## src/rtl/tmr16_pkg.sv

```systemverilog
package tmr16_pkg;

  localparam int PRE_W  = 10;
  localparam int NFLAGS = 4;
  localparam int FLG_OVF  = 0;
  localparam int FLG_CAP  = 1;
  localparam int FLG_CMPA = 2;
  localparam int FLG_CMPB = 3;

  typedef enum logic [2:0] {
    CS_STOP     = 3'b000,
    CS_DIV1     = 3'b001,
    CS_DIV8     = 3'b010,
    CS_DIV64    = 3'b011,
    CS_DIV256   = 3'b100,
    CS_DIV1024  = 3'b101,
    CS_EXT_FALL = 3'b110,
    CS_EXT_RISE = 3'b111
  } clk_sel_e;

  typedef enum logic [1:0] {
    PA_HOLD   = 2'b00,
    PA_TOGGLE = 2'b01,
    PA_CLEAR  = 2'b10,
    PA_SET    = 2'b11
  } pin_act_e;

  // Divided enable: the low bits of the prescaler are all ones once per period.
  function automatic logic f_div_hit(input logic [2:0] sel, input logic [PRE_W-1:0] pre);
    case (sel)
      CS_DIV1:    f_div_hit = 1'b1;
      CS_DIV8:    f_div_hit = &pre[2:0];
      CS_DIV64:   f_div_hit = &pre[5:0];
      CS_DIV256:  f_div_hit = &pre[7:0];
      CS_DIV1024: f_div_hit = &pre[9:0];
      default:    f_div_hit = 1'b0;
    endcase
  endfunction

  // Next level of a compare pin when a match happens.
  function automatic logic f_pin_next(input logic [1:0] act, input logic cur);
    case (act)
      PA_TOGGLE: f_pin_next = ~cur;
      PA_CLEAR:  f_pin_next = 1'b0;
      PA_SET:    f_pin_next = 1'b1;
      default:   f_pin_next = cur;
    endcase
  endfunction

endpackage

```

## src/rtl/tmr16_prescale.sv

```systemverilog
module tmr16_prescale
  import tmr16_pkg::*;
#(
  parameter int SYNC_STAGES = 2
) (
  input  logic       clk,
  input  logic       rst_n,
  input  logic [2:0] sel,
  input  logic       ext_pin,
  output logic       tick
);

  logic [PRE_W-1:0]     pre_q;
  logic [SYNC_STAGES:0] ext_sh;
  logic                 ext_now, ext_prev, ext_rise, ext_fall;

  always_ff @(posedge clk or negedge rst_n) begin
    if (!rst_n) begin
      pre_q  <= '0;
      ext_sh <= '0;
    end else begin
      pre_q  <= pre_q + PRE_W'(1);
      ext_sh <= {ext_sh[SYNC_STAGES-1:0], ext_pin};
    end
  end

  assign ext_now  = ext_sh[SYNC_STAGES-1];
  assign ext_prev = ext_sh[SYNC_STAGES];
  assign ext_rise = ext_now & ~ext_prev;
  assign ext_fall = ~ext_now & ext_prev;

  always_comb begin
    case (sel)
      CS_EXT_RISE: tick = ext_rise;
      CS_EXT_FALL: tick = ext_fall;
      default:     tick = f_div_hit(sel, pre_q);
    endcase
  end

  // an external-mode tick always follows a synchronized transition
  p_ext_tick_edge_r2: assert property (@(posedge clk) disable iff (!rst_n)
    (tick && sel[2:1] == 2'b11) |-> (ext_now != ext_prev));

endmodule

```

## src/rtl/tmr16_capture.sv

```systemverilog
module tmr16_capture #(
  parameter int SYNC_STAGES = 2,
  parameter int FILT_N      = 4
) (
  input  logic clk,
  input  logic rst_n,
  input  logic pin,
  input  logic rise_sel,
  input  logic filt_en,
  output logic cap_evt
);

  localparam int CNT_W = (FILT_N > 1) ? $clog2(FILT_N) : 1;

  logic [SYNC_STAGES:0] sh;
  logic                 now_lvl, prev_lvl, edge_hit, confirm;
  logic                 busy_q, lvl_q;
  logic [CNT_W-1:0]     cnt_q;

  always_ff @(posedge clk or negedge rst_n) begin
    if (!rst_n) sh <= '0;
    else        sh <= {sh[SYNC_STAGES-1:0], pin};
  end

  assign now_lvl  = sh[SYNC_STAGES-1];
  assign prev_lvl = sh[SYNC_STAGES];
  assign edge_hit = rise_sel ? (now_lvl & ~prev_lvl) : (~now_lvl & prev_lvl);
  assign confirm  = busy_q && (now_lvl == lvl_q) && (cnt_q == CNT_W'(FILT_N - 1));
  assign cap_evt  = filt_en ? confirm : edge_hit;

  always_ff @(posedge clk or negedge rst_n) begin
    if (!rst_n) begin
      busy_q <= 1'b0;
      lvl_q  <= 1'b0;
      cnt_q  <= '0;
    end else if (!filt_en) begin
      busy_q <= 1'b0;
      cnt_q  <= '0;
    end else if (busy_q) begin
      if (now_lvl != lvl_q || cnt_q == CNT_W'(FILT_N - 1)) begin
        busy_q <= 1'b0;
        cnt_q  <= '0;
      end else begin
        cnt_q  <= cnt_q + CNT_W'(1);
      end
    end else if (edge_hit) begin
      busy_q <= 1'b1;
      lvl_q  <= now_lvl;
      cnt_q  <= '0;
    end
  end

  // a filtered capture never fires without a pending qualification window
  p_filter_window_r5: assert property (@(posedge clk) disable iff (!rst_n)
    (filt_en && !busy_q) |-> !cap_evt);

  // a level change during the window ends it without a capture
  p_filter_abort_r5: assert property (@(posedge clk) disable iff (!rst_n)
    (filt_en && busy_q && now_lvl != lvl_q) |-> !cap_evt);

endmodule

```

## src/rtl/tmr16_compare.sv

```systemverilog
module tmr16_compare
  import tmr16_pkg::*;
#(
  parameter int CW = 16
) (
  input  logic          clk,
  input  logic          rst_n,
  input  logic          tick,
  input  logic [CW-1:0] count,
  input  logic [CW-1:0] cmp_val,
  input  logic [1:0]    act,
  output logic          match,
  output logic          pin
);

  logic pin_q;

  assign match = tick && (count == cmp_val);

  always_ff @(posedge clk or negedge rst_n) begin
    if (!rst_n)     pin_q <= 1'b0;
    else if (match) pin_q <= f_pin_next(act, pin_q);
  end

  assign pin = pin_q;

  p_pin_set_r8: assert property (@(posedge clk) disable iff (!rst_n)
    (match && act == PA_SET) |=> pin_q);
  p_pin_clear_r8: assert property (@(posedge clk) disable iff (!rst_n)
    (match && act == PA_CLEAR) |=> !pin_q);
  p_pin_toggle_r8: assert property (@(posedge clk) disable iff (!rst_n)
    (match && act == PA_TOGGLE) |=> pin_q != $past(pin_q));
  p_pin_idle_r8: assert property (@(posedge clk) disable iff (!rst_n)
    (!match || act == PA_HOLD) |=> $stable(pin_q));

endmodule

```

## src/rtl/tmr16_capcmp.sv

```systemverilog
module tmr16_capcmp
  import tmr16_pkg::*;
#(
  parameter int CW          = 16,
  parameter int SYNC_STAGES = 2,
  parameter int FILT_N      = 4
) (
  input  logic          clk,
  input  logic          rst_n,
  input  logic [2:0]    clk_sel,
  input  logic          ext_clk_pin,
  input  logic          cap_pin,
  input  logic          cap_rise_sel,
  input  logic          cap_filt_en,
  input  logic [CW-1:0] cmp_a_val,
  input  logic [CW-1:0] cmp_b_val,
  input  logic [1:0]    pin_act_a,
  input  logic [1:0]    pin_act_b,
  input  logic          clr_on_cmp_a,
  input  logic [3:0]    flag_clr,
  input  logic          cap_ack,
  input  logic [3:0]    irq_mask,
  output logic [CW-1:0] count,
  output logic [CW-1:0] cap_value,
  output logic          cmp_pin_a,
  output logic          cmp_pin_b,
  output logic [3:0]    flags,
  output logic          irq
);

  localparam int NCH = 2;

  logic              tick;
  logic              cap_evt;
  logic              ovf_evt;
  logic [CW-1:0]     count_q, cap_q;
  logic [NFLAGS-1:0] flags_q, set_vec, clr_vec;
  logic [CW-1:0]     cmp_vals [NCH];
  logic [1:0]        acts     [NCH];
  logic [NCH-1:0]    match, pins;

  tmr16_prescale #(.SYNC_STAGES(SYNC_STAGES)) u_pre (
    .clk(clk), .rst_n(rst_n), .sel(clk_sel), .ext_pin(ext_clk_pin), .tick(tick)
  );

  tmr16_capture #(.SYNC_STAGES(SYNC_STAGES), .FILT_N(FILT_N)) u_cap (
    .clk(clk), .rst_n(rst_n), .pin(cap_pin), .rise_sel(cap_rise_sel),
    .filt_en(cap_filt_en), .cap_evt(cap_evt)
  );

  assign cmp_vals[0] = cmp_a_val;
  assign cmp_vals[1] = cmp_b_val;
  assign acts[0]     = pin_act_a;
  assign acts[1]     = pin_act_b;

  for (genvar ch = 0; ch < NCH; ch++) begin : g_cmp
    tmr16_compare #(.CW(CW)) u_cmp (
      .clk(clk), .rst_n(rst_n), .tick(tick), .count(count_q),
      .cmp_val(cmp_vals[ch]), .act(acts[ch]), .match(match[ch]), .pin(pins[ch])
    );
  end

  assign ovf_evt = tick && (count_q == {CW{1'b1}});

  always_ff @(posedge clk or negedge rst_n) begin
    if (!rst_n) begin
      count_q <= '0;
    end else if (tick) begin
      if (clr_on_cmp_a && match[0]) count_q <= '0;
      else                          count_q <= count_q + CW'(1);
    end
  end

  always_ff @(posedge clk or negedge rst_n) begin
    if (!rst_n)       cap_q <= '0;
    else if (cap_evt) cap_q <= count_q;
  end

  always_comb begin
    set_vec           = '0;
    set_vec[FLG_OVF]  = ovf_evt;
    set_vec[FLG_CAP]  = cap_evt;
    set_vec[FLG_CMPA] = match[0];
    set_vec[FLG_CMPB] = match[1];
    clr_vec           = flag_clr;
    clr_vec[FLG_CAP]  = flag_clr[FLG_CAP] | cap_ack;
  end

  // setting wins over clearing in the same cycle
  always_ff @(posedge clk or negedge rst_n) begin
    if (!rst_n) flags_q <= '0;
    else        flags_q <= (flags_q & ~clr_vec) | set_vec;
  end

  assign count     = count_q;
  assign cap_value = cap_q;
  assign cmp_pin_a = pins[0];
  assign cmp_pin_b = pins[1];
  assign flags     = flags_q;
  assign irq       = |(flags_q & irq_mask);

  p_stop_hold_r1: assert property (@(posedge clk) disable iff (!rst_n)
    (clk_sel == CS_STOP) |=> $stable(count_q));
  p_ovf_wrap_r3: assert property (@(posedge clk) disable iff (!rst_n)
    ovf_evt |=> (count_q == '0) && flags_q[FLG_OVF]);
  p_cap_latch_r4: assert property (@(posedge clk) disable iff (!rst_n)
    cap_evt |=> (cap_q == $past(count_q)) && flags_q[FLG_CAP]);
  p_ack_clear_r6: assert property (@(posedge clk) disable iff (!rst_n)
    (cap_ack && !cap_evt) |=> !flags_q[FLG_CAP]);
  p_cmp_flags_r7: assert property (@(posedge clk) disable iff (!rst_n)
    (match[0] |=> flags_q[FLG_CMPA]) and (match[1] |=> flags_q[FLG_CMPB]));
  p_ctc_zero_r9: assert property (@(posedge clk) disable iff (!rst_n)
    (clr_on_cmp_a && match[0]) |=> (count_q == '0));

endmodule

```

## config.mk

```make
export PLATFORM = sky130hd
export DESIGN_NAME = tmr16_capcmp
export DESIGN_NICKNAME = d
export VERILOG_FILES = /design/src/rtl/tmr16_pkg.sv /design/src/rtl/tmr16_prescale.sv /design/src/rtl/tmr16_capture.sv /design/src/rtl/tmr16_compare.sv /design/src/rtl/tmr16_capcmp.sv
export SDC_FILE = /design/constraint.sdc
export NUM_CORES = 1
export LEC_CHECK = 0
export BUFFER_PORTS_ARGS = -buffer_cell sky130_fd_sc_hd__buf_2
export CORE_MARGIN = 3
export CORE_UTILIZATION = 30
export CTS_BUF_LIST = sky130_fd_sc_hd__clkbuf_4 sky130_fd_sc_hd__clkbuf_8
export DETAILED_ROUTE_END_ITERATION = 16
export PLACE_DENSITY_LB_ADDON = 0.25
export SYNTH_ARGS = -nofsm -noshare
export SYNTH_HDL_FRONTEND = slang
export SYNTH_SLANG_ARGS = --single-unit
```

## constraint.sdc

```tcl
create_clock -name clk -period 4.3 [get_ports clk]
set_input_delay 0.215 -clock clk [delete_from_list [all_inputs] [get_ports clk]]
set_output_delay 0.215 -clock clk [all_outputs]
set_load 0.01 [all_outputs]
```

==> run_results.csv, run 1 <==
group,metric,value,unit
run_status,outcome,"finished clean",
clock_tree,path_clk_slew,70,ps
clock_tree,cts.repair.resized,0,
power,leakage,0.00175,µW
placed_design,post_dp_cell_area,3560,µm²
timing,max_slew_margin,34.0,%
finish,drive_gt1_share,34.3,%
drt,first_pass_iters,4,
logic_synthesis,syn_nets,344,
critical_path,end_kind,"flop",
timing,hold_viol,0,
floorplan,die-height,106,µm
clock_tree,root_buffer,"clkbuf_8",
critical_path,worstPathMaxFanout,17,
drt,drc,0,
timing,finalCritPeriodShare,57.2,%
grt,grt_overflow,0,
finish,fin_area,3820,µm²
floorplan,core-area,9500,µm²
logic_synthesis,syn_area,3020,µm²
timing,tightest_slew,990,ps
logic_synthesis,synthCells,285,
grt,grt_pass1_vias,2410,
clock_tree,htree_num_levels,3,
critical_path,path_class,"flop to flop",
grt,track_usage,14.0,%
logic_synthesis,synth_async_sr_flop_share,100,%
grt,grt_start_max_net_pins,59,
finish,layout_commonest_cell,"buf_2",
timing,rsz0062_at_grt,"no",
floorplan,die_x,106,µm
critical_path,worst_setup_path_start_kind,"flop",
placed_design,gp_congestion,0.805,
logic_synthesis,synth_ff_type,"dfrtp_1",
floorplan,num_io_pins,94,
placed_design,io_buffers,93,
grt,grt_pass1_wl,12400,µm
drt,vias_per_cell,4.62,
clock_tree,clock-sinks,58,
timing,fin_ws,1840,ps
clock_tree,cts_tree,"done",
floorplan,dieArea,11300,µm²
critical_path,critical_path_arrival,2660,ps
logic_synthesis,syn_area_per_cell,10.6,µm²
timing,setup_viol,0,
critical_path,cp.required,4500,ps
logic_synthesis,ys_types,41,
logic_synthesis,yosysSeqAreaShare,48.1,%
placed_design,hpwlAfterDp,5600,µm
finish,layout_common_cells,"93 x buf_2, 58 x dfrtp_1, 34 x xnor2_1",
placed_design,place_ws,1820,ps
finish,areaGrowthSynthToFinish,26.4,%
drt,num_vias,2346,
logic_synthesis,ys_ff_latch,58,
floorplan,rows,35,
drt,drtIter0Drc,81,
clock_tree,cts_buffers,9,
timing,tns,0,ps
drt,drtAntennaViolNets,0,
finish,fillerInstances,950,
grt,antenna_found_initial,0,
logic_synthesis,yosysWarningCount,0,
power,peakVddDrop,0.000207,V
timing,max_freq,0.407,GHz
finish,nets,433,
timing,hold-worst-slack,12.9,ps
worst_hold_path,holdCritPathClass,"primary input to asynchronous set/reset pin",
clock_tree,clk_path_buf_depth,2,
job,maxCapViolations,0,
logic_synthesis,synth-edff-count,0,
finish,num_antenna_cells,0,
drt,avgRoutedWirePerCell,14.8,µm
timing,period_needed,2460,ps
clock_tree,worstSkewPairLatency,330,ps
drt,drt-total-wl,7500,µm
power,powerDensity,465,nW/µm²
floorplan,start_util,31.8,%
timing,skew,8.68,ps
timing,slew_viol_final,0,
## worst paths after layout
kind	start	to	slack, ps	cells after the start
max	u_pre.pre_q[0]	count[0]	1840	8
min	rst_n	cap_value[4]	10	2
max reg2reg	u_pre.pre_q[0]	count[0]	1840	8
min reg2reg	u_cap.sh[0]	u_cap.sh[1]	350	0
max in group asynchronous	rst_n	cap_value[13]	3780	2
min in group clk	flag_clr[0]	flags[0]	50	2
## metrics by stage
step / instances / utilization [%] / total power (µW)
2_1_floorplan: 285 / - / 1010
3_3_place_gp: 490 / 37.5 / 1190
3_5_place_dp: 490 / 37.5 / 1210
4_1_cts: 508 / 40.2 / 1810
5_1_grt: 508 / 40.2 / 1890
6_report: 508 / 40.2 / 1780
## logic make-up after synthesis
logic type | share of synthesized area, %
AND/OR/NAND/NOR | 17.0
flip-flops | 48.1
XOR/XNOR | 15.7
AO/OA/AOI/OAI | 6.92
buffers and inverters | 4.10
multiplexers | 6.63
adder cells (fa/ha/maj) | 1.66
## per-layer routing
metal  routed length (µm)  vias to the layer above  track usage (%)  share of wire (%)
met5                    0                        -                0                  0
met4                   60                        0             4.26               0.80
met3                  409                        5             4.13                5.5
met2                 3400                       69             21.5                 45
met1                 3630                     1103             19.2                 48
li1                     -                     1169                -                  -
## what timing repair did
action | CTS | global route
hold endpoints to repair | 2 | 0
hold buffers | 2 | 0
setup buffers | 0 | 0
setup endpoints to repair | 0 | 0
## cell type report
cell class / count / area (µm²) / share of cell area [%]
clock buffer: 12 / 165 / 4.33
tap: 129 / 161 / 4.23
multi-input combinational: 201 / 1450 / 37.8
sequential: 58 / 1450 / 38.0
clock inverter: 4 / 72.6 / 1.90
timing repair buffer: 96 / 493 / 12.9
inverter: 8 / 30.0 / 0.786
## report_power, final
part	internal [µW]	leakage, µW	total, µW	switching (µW)
clock network	373	0.000119	589	216
logic	211	0.000904	415	204
registers	640	0.000726	773	133
total	1220	0.00175	1780	554
## worst max-delay path, stage by stage, from the launching register on
cell and delay [ps]:
dfrtp_1 370, ha_1 200, ha_1 160, a21oi_1 60
a31oi_1 300, o32ai_4 260, nor3_2 330, and2_1 520
o21ai_1 140
## Yosys cell counts (9+ instances only)
library cell | instances | area share, %
xnor2_1 | 34 | 9.9
o21ai_0 | 9 | 1.5
nor3_1 | 10 | 1.7
nand3_1 | 20 | 3.3
buf_2 | 9 | 1.5
dfrtp_1 | 58 | 48
nor4_1 | 9 | 1.9
nor2_1 | 20 | 2.5
mux2_2 | 16 | 6.0
nand2_1 | 14 | 1.7
xor2_1 | 20 | 5.8
## flip-flops by register name (all words and copies together), names as in the netlist, 2 cells and up
name	flops
cap_value	16
count	16
u_pre.pre_q	10
flags	4
u_cap.sh	3
u_pre.ext_sh	3
g_cmp.u_cmp.pin	2
u_cap.cnt_q	2
Power figures use the tool's default switching activity.
==> run 2: changes to the inputs <==
- clock period: 4.3 -> 2 ns (I/O delays scaled with it)
==> run_results.csv, run 2 (synthesis gave the netlist of run 1 again) <==
group,metric,value,unit
run_status,outcome,"finished clean",
grt,antenna_found_initial,0,
clock_tree,path_clk_slew,70,ps
timing,hold_viol,0,
timing,setup_viol,0,
timing,tightest_slew,547,ps
finish,areaGrowthSynthToFinish,38.0,%
critical_path,critical-path-top-delay-family,"compound AO/OA/AOI/OAI gates",
timing,fin_ws,100,ps
clock_tree,htree_num_levels,3,
grt,track_usage,15.0,%
drt,drt-total-wl,8290,µm
critical_path,critPathLaunch,"u_pre.pre_q[1]",
grt,grt_overflow,0,
clock_tree,worstSkewPairLatency,340,ps
floorplan,core-area,9500,µm²
timing,finalCritPeriodShare,95.0,%
critical_path,critical_path_arrival,2130,ps
job,maxCapViolations,0,
finish,layout_commonest_cell,"buf_2",
placed_design,dp_cells,516,
critical_path,path_class,"flop to flop",
worst_hold_path,whs_path_depth,3,
finish,multi_input_area,1530,µm²
grt,grt_pass1_wl,13000,µm
floorplan,num_io_pins,94,
drt,first_pass_iters,4,
timing,period_needed,1900,ps
clock_tree,cts_tree,"done",
critical_path,worstPathMaxFanout,5,
finish,fillerInstances,952,
clock_tree,cts_buffers,9,
critical_path,cp_num_cells,9,
floorplan,rows,35,
finish,drive_gt1_share,42.8,%
placed_design,post_dp_cell_area,3770,µm²
finish,num_antenna_cells,0,
critical_path,cp.required,2230,ps
finish,stdcell_count,545,
critical_path,r2r_cells,9,
drt,vias_per_cell,4.70,
timing,hold-worst-slack,23.8,ps
timing,slew_viol_final,0,
grt,grt_pass1_vias,2515,
power,leakage,0.00191,µW
placed_design,hpwlAfterDp,6230,µm
clock_tree,clk_path_buf_depth,2,
grt,grt_start_max_net_pins,38,
critical_path,path_buf_inv,1,
drt,drtAntennaViolNets,0,
clock_tree,clock-sinks,58,
timing,max_slew_margin,63.6,%
floorplan,start_util,31.8,%
floorplan,die_x,106,µm
drt,drc,0,
critical_path,crit_slowest_cell,"dfrtp_1",
placed_design,place_ws,-54.2,ps
drt,num_vias,2561,
finish,layout_common_cells,"93 x buf_2, 51 x dfrtp_1, 34 x xnor2_1",
finish,nets,470,
worst_hold_path,holdCritPathClass,"primary input to flop",
worst_hold_path,min_from,"flag_clr[2]",
critical_path,worstReg2RegStart,"u_pre.pre_q[1]",
placed_design,io_buffers,93,
clock_tree,root_buffer,"clkbuf_8",
timing,max_freq,0.526,GHz
floorplan,die-height,106,µm
critical_path,worst_setup_path_start_kind,"flop",
power,peakVddDrop,0.000380,V
floorplan,dieArea,11300,µm²
power,powerDensity,918,nW/µm²
placed_design,gp_congestion,0.866,
finish,fin_area,4170,µm²
critical_path,cp_common_cell,"ha_4",
critical_path,critPathMaxStageDelay,400,ps
finish,seqCellArea,1460,µm²
timing,skew,9.94,ps
critical_path,r2r-end,"g_cmp[0].u_cmp.pin",
drt,avgRoutedWirePerCell,15.2,µm
critical_path,end_kind,"flop",
critical_path,path_cells,"ha_4, ha_4, a21oi_2, a31oi_4, o32ai_4, nor3_2, buf_4, mux2i_1, nand3_1",
critical_path,r2r_slack,100,ps
drt,drtIter0Drc,94,
critical_path,crit_end,"g_cmp[0].u_cmp.pin",
## run 2: metal layers
layer / up-vias / global-route usage, % / wire (µm)
met3: 11 / 2.85 / 420
met4: 0 / 5.83 / 140
met5: - / 0 / 0
li1: 1247 / - / -
met2: 86 / 23.3 / 3830
met1: 1217 / 20.6 / 3900
## run 2: repair_timing
action                                  4_1_cts  5_1_grt
pin swaps                                     1        7
gates cloned                                  0        1
endpoints found under the hold margin        26        0
resized for setup                             1       21
endpoints found under the setup margin       18       19
hold buffers                                  6        0
buffers inserted                              1        5
## run 2: worst min path at each step
| stage | to | slack [ps] |
|---|---|---|
| floorplan | cap_value[0] | -200 |
| CTS | flags[2] | 10 |
| global route | flags[2] | 30 |
| global placement | cap_value[0] | 110 |
| detailed placement | cap_value[0] | 120 |
| finish | flags[2] | 20 |
## run 2: final cells by class
class / instances / share of cell area, %
Tap cell: 129 / 3.87
Sequential cell: 58 / 35.0
Multi-Input combinational cell: 202 / 36.6
Timing Repair Buffer: 132 / 19.0
Clock inverter: 6 / 1.62
Inverter: 8 / 0.720
Clock buffer: 10 / 3.15
## run 2: metrics by stage
| step | TNS, ps | power, µW | utilization (%) |
|---|---|---|---|
| global route | -2.98 | 4060 | 43.9 |
| finish | 0 | 3830 | 43.9 |
| global placement | 0 | 2700 | 39.7 |
| CTS | 0 | 3840 | 42.5 |
| detailed placement | -204 | 2720 | 39.7 |
| floorplan | 0 | 2170 | - |
## run 2: tightest hold or removal path, stage by stage
cell and delay, ps:
buf_2 90, inv_1 40, a21o_1 100
## run 2: power breakdown
group | internal, µW | switching, µW
logic | 581 | 563
registers | 1390 | 213
clock network | 590 | 496
==> run 3: changes to the inputs <==
- ABC_AREA: unset -> 1
==> run_results.csv, run 3 <==
group,metric,value,unit
logic_synthesis,ys_types,33,
critical_path,path_cells,"ha_1, nand2_2, nor2_4, nand2_1, nand2_1, nand2_2, nor2_8, nand3_4, clkinv_4, nor2_1",
clock_tree,htree_num_levels,3,
drt,drt-total-wl,9170,µm
critical_path,path_class,"flop to flop",
logic_synthesis,synth_ff_type,"dfrtp_1",
power,power.switching,2060,µW
critical_path,r2r_cells,10,
floorplan,start_util,30.9,%
critical_path,critPathMaxStageDelay,390,ps
finish,layout_commonest_cell,"nand2_1",
job,maxCapViolations,0,
clock_tree,worstSkewPairLatency,340,ps
logic_synthesis,yosysMostFrequentCell,"nand2_1",
logic_synthesis,synth_top_cell_area_share,42.9,%
logic_synthesis,syn_area_per_cell,7.50,µm²
grt,track_usage,15.1,%
timing,period_needed,1830,ps
timing,tns,0,ps
critical_path,critical_path_arrival,2070,ps
clock_tree,clk_path_buf_depth,2,
placed_design,place_ws,170,ps
placed_design,gp_congestion,0.841,
timing,slew_viol_final,0,
clock_tree,root_buffer,"clkbuf_8",
floorplan,die_x,112,µm
timing,rsz0062_at_grt,"no",
logic_synthesis,synth_common_cells,"141 x nand2_1, 58 x dfrtp_1, 56 x nor2_1",
finish,num_antenna_cells,0,
timing,max_slew_margin,73.7,%
drt,vias_per_cell,4.51,
drt,num_vias,3167,
power,leakage,0.00222,µW
drt,drc,0,
timing,tightest_slew,395,ps
drt,avgRoutedWirePerCell,13.1,µm
worst_hold_path,min_from,"flag_clr[1]",
power,sequentialPowerShare,37.8,%
timing,fin_ws,168,ps
logic_synthesis,synthCells,451,
floorplan,num_io_pins,94,
finish,areaGrowthSynthToFinish,27.0,%
worst_hold_path,whs_path_depth,4,
timing,finalCritPeriodShare,91.6,%
drt,drtIter0Drc,161,
power,powerDensity,1140,nW/µm²
clock_tree,cts_tree,"done",
finish,nets,616,
logic_synthesis,synth_area_leaders,"dfrtp_1 43%, nand2_1 16%, nor2_1 6.2%",
grt,antenna_found_initial,0,
worst_hold_path,holdCritPathClass,"primary input to flop",
timing,skew,10.0,ps
drt,first_pass_iters,4,
placed_design,hpwlAfterDp,7110,µm
power,intPower,2830,µW
logic_synthesis,syn_nets,510,
floorplan,dieArea,12600,µm²
timing,max_freq,0.546,GHz
floorplan,die-height,112,µm
drt,drtAntennaViolNets,0,
critical_path,crit_slowest_cell,"dfrtp_1",
power,pwr-share-clk,23.2,%
run_status,outcome,"finished clean",
floorplan,rows,38,
critical_path,worst_setup_path_start_kind,"flop",
finish,layout_common_cells,"141 x nand2_1, 93 x buf_2, 58 x dfrtp_1",
logic_synthesis,yosysWarningCount,0,
grt,grt_pass1_wl,15400,µm
timing,hold_viol,0,
power,p_comb_share,39.0,%
power,switching_share,42.1,%
power,power,4890,µW
logic_synthesis,synth_async_sr_flop_share,100,%
timing,setup_viol,0,
power,peakVddDrop,0.000498,V
critical_path,cp.required,2230,ps
critical_path,r2r_slack,170,ps
critical_path,end_kind,"flop",
logic_synthesis,synth-edff-count,0,
critical_path,r2r-end,"count[2]",
finish,drive_gt1_share,25.3,%
clock_tree,ctsHoldBuffers,6,
placed_design,io_buffers,93,
critical_path,worstReg2RegStart,"u_pre.pre_q[0]",
clock_tree,path_clk_slew,80,ps
logic_synthesis,yosysSeqAreaShare,42.9,%
grt,grt_overflow,0,
critical_path,worstPathMaxFanout,9,
grt,grt_pass1_vias,3147,
clock_tree,cts_buffers,9,
clock_tree,cts.repair.resized,0,
clock_tree,postCtsSetupBuffers,0,
grt,grt_start_max_net_pins,59,
worst_hold_path,min_to,"flags[1]",
logic_synthesis,syn_area,3380,µm²
logic_synthesis,ys_ff_latch,58,
logic_synthesis,yosysTopAreaCell,"dfrtp_1",
clock_tree,clock-sinks,58,
floorplan,core-area,10900,µm²
## run 3: cells by family after synthesis
group                      after synthesis  synth area share (%)
buffers and inverters                   65                  8.36
and+or+nand+nor                        263                  34.3
xor gates and xnor gates                31                  8.03
muxes                                    1                 0.333
DFF                                     58                  42.9
AOI/OAI and AO/OA                       29                  4.51
adders and majority gates                4                  1.48
## run 3: worst max-delay path by stage
stage	end	cells past startpoint	start
after CTS	count[2]	10	u_pre.pre_q[0]
final	count[2]	10	u_pre.pre_q[0]
after global placement	count[2]	10	u_pre.pre_q[0]
after floorplan	count[1]	12	u_pre.pre_q[0]
after global routing	count[11]	11	u_pre.pre_q[0]
after detailed placement	count[2]	10	u_pre.pre_q[0]
## run 3: layer usage
layer | GRT usage (%) | vias up | routed length (µm)
met5 | 0 | - | 0
met4 | 5.69 | 0 | 147
met3 | 3.13 | 12 | 480
met2 | 23.0 | 81 | 4040
met1 | 21.3 | 1465 | 4500
li1 | - | 1609 | -
## run 3: metrics by stage
step | utilization, % | cell area [µm²] | cells | hold WS, ps
CTS | 39.3 | 4290 | 702 | 17.1
finish | 39.3 | 4290 | 702 | 34.1
detailed placement | 36.9 | 4030 | 680 | 139
floorplan | - | 3380 | 451 | -196
global placement | 36.9 | 4030 | 680 | 134
global route | 39.3 | 4290 | 702 | 36.1
## run 3: layout make-up
class / count / area [µm²]
well taps: 140 / 175
fillers: 1165 / 6640
flip-flops and latches: 58 / 1450
multi-input cells: 328 / 1650
clock buffers: 9 / 124
clock inverters: 7 / 77.6
repair buffers: 105 / 608
inverters: 55 / 211
## run 3: critical path, delay by kind of cell, from the launching register on
| kind | cells | cell delay [ps] |
|---|---|---|
| flip-flops | 1 | 390 |
| adder cells (fa/ha/maj) | 1 | 210 |
| buffers and inverters | 1 | 140 |
| AND/OR/NAND/NOR | 8 | 990 |
## run 3: power groups by stage
| stage | clock network [µW] | logic (µW) | registers, µW |
|---|---|---|---|
| 2_1_floorplan | 0 | 1180 | 1850 |
| 3_3_place_gp | 0 | 1900 | 1870 |
| 3_5_place_dp | 0 | 1920 | 1870 |
| 4_1_cts | 1170 | 1940 | 1850 |
| 5_1_grt | 1220 | 2200 | 1900 |
| 6_report | 1130 | 1910 | 1850 |
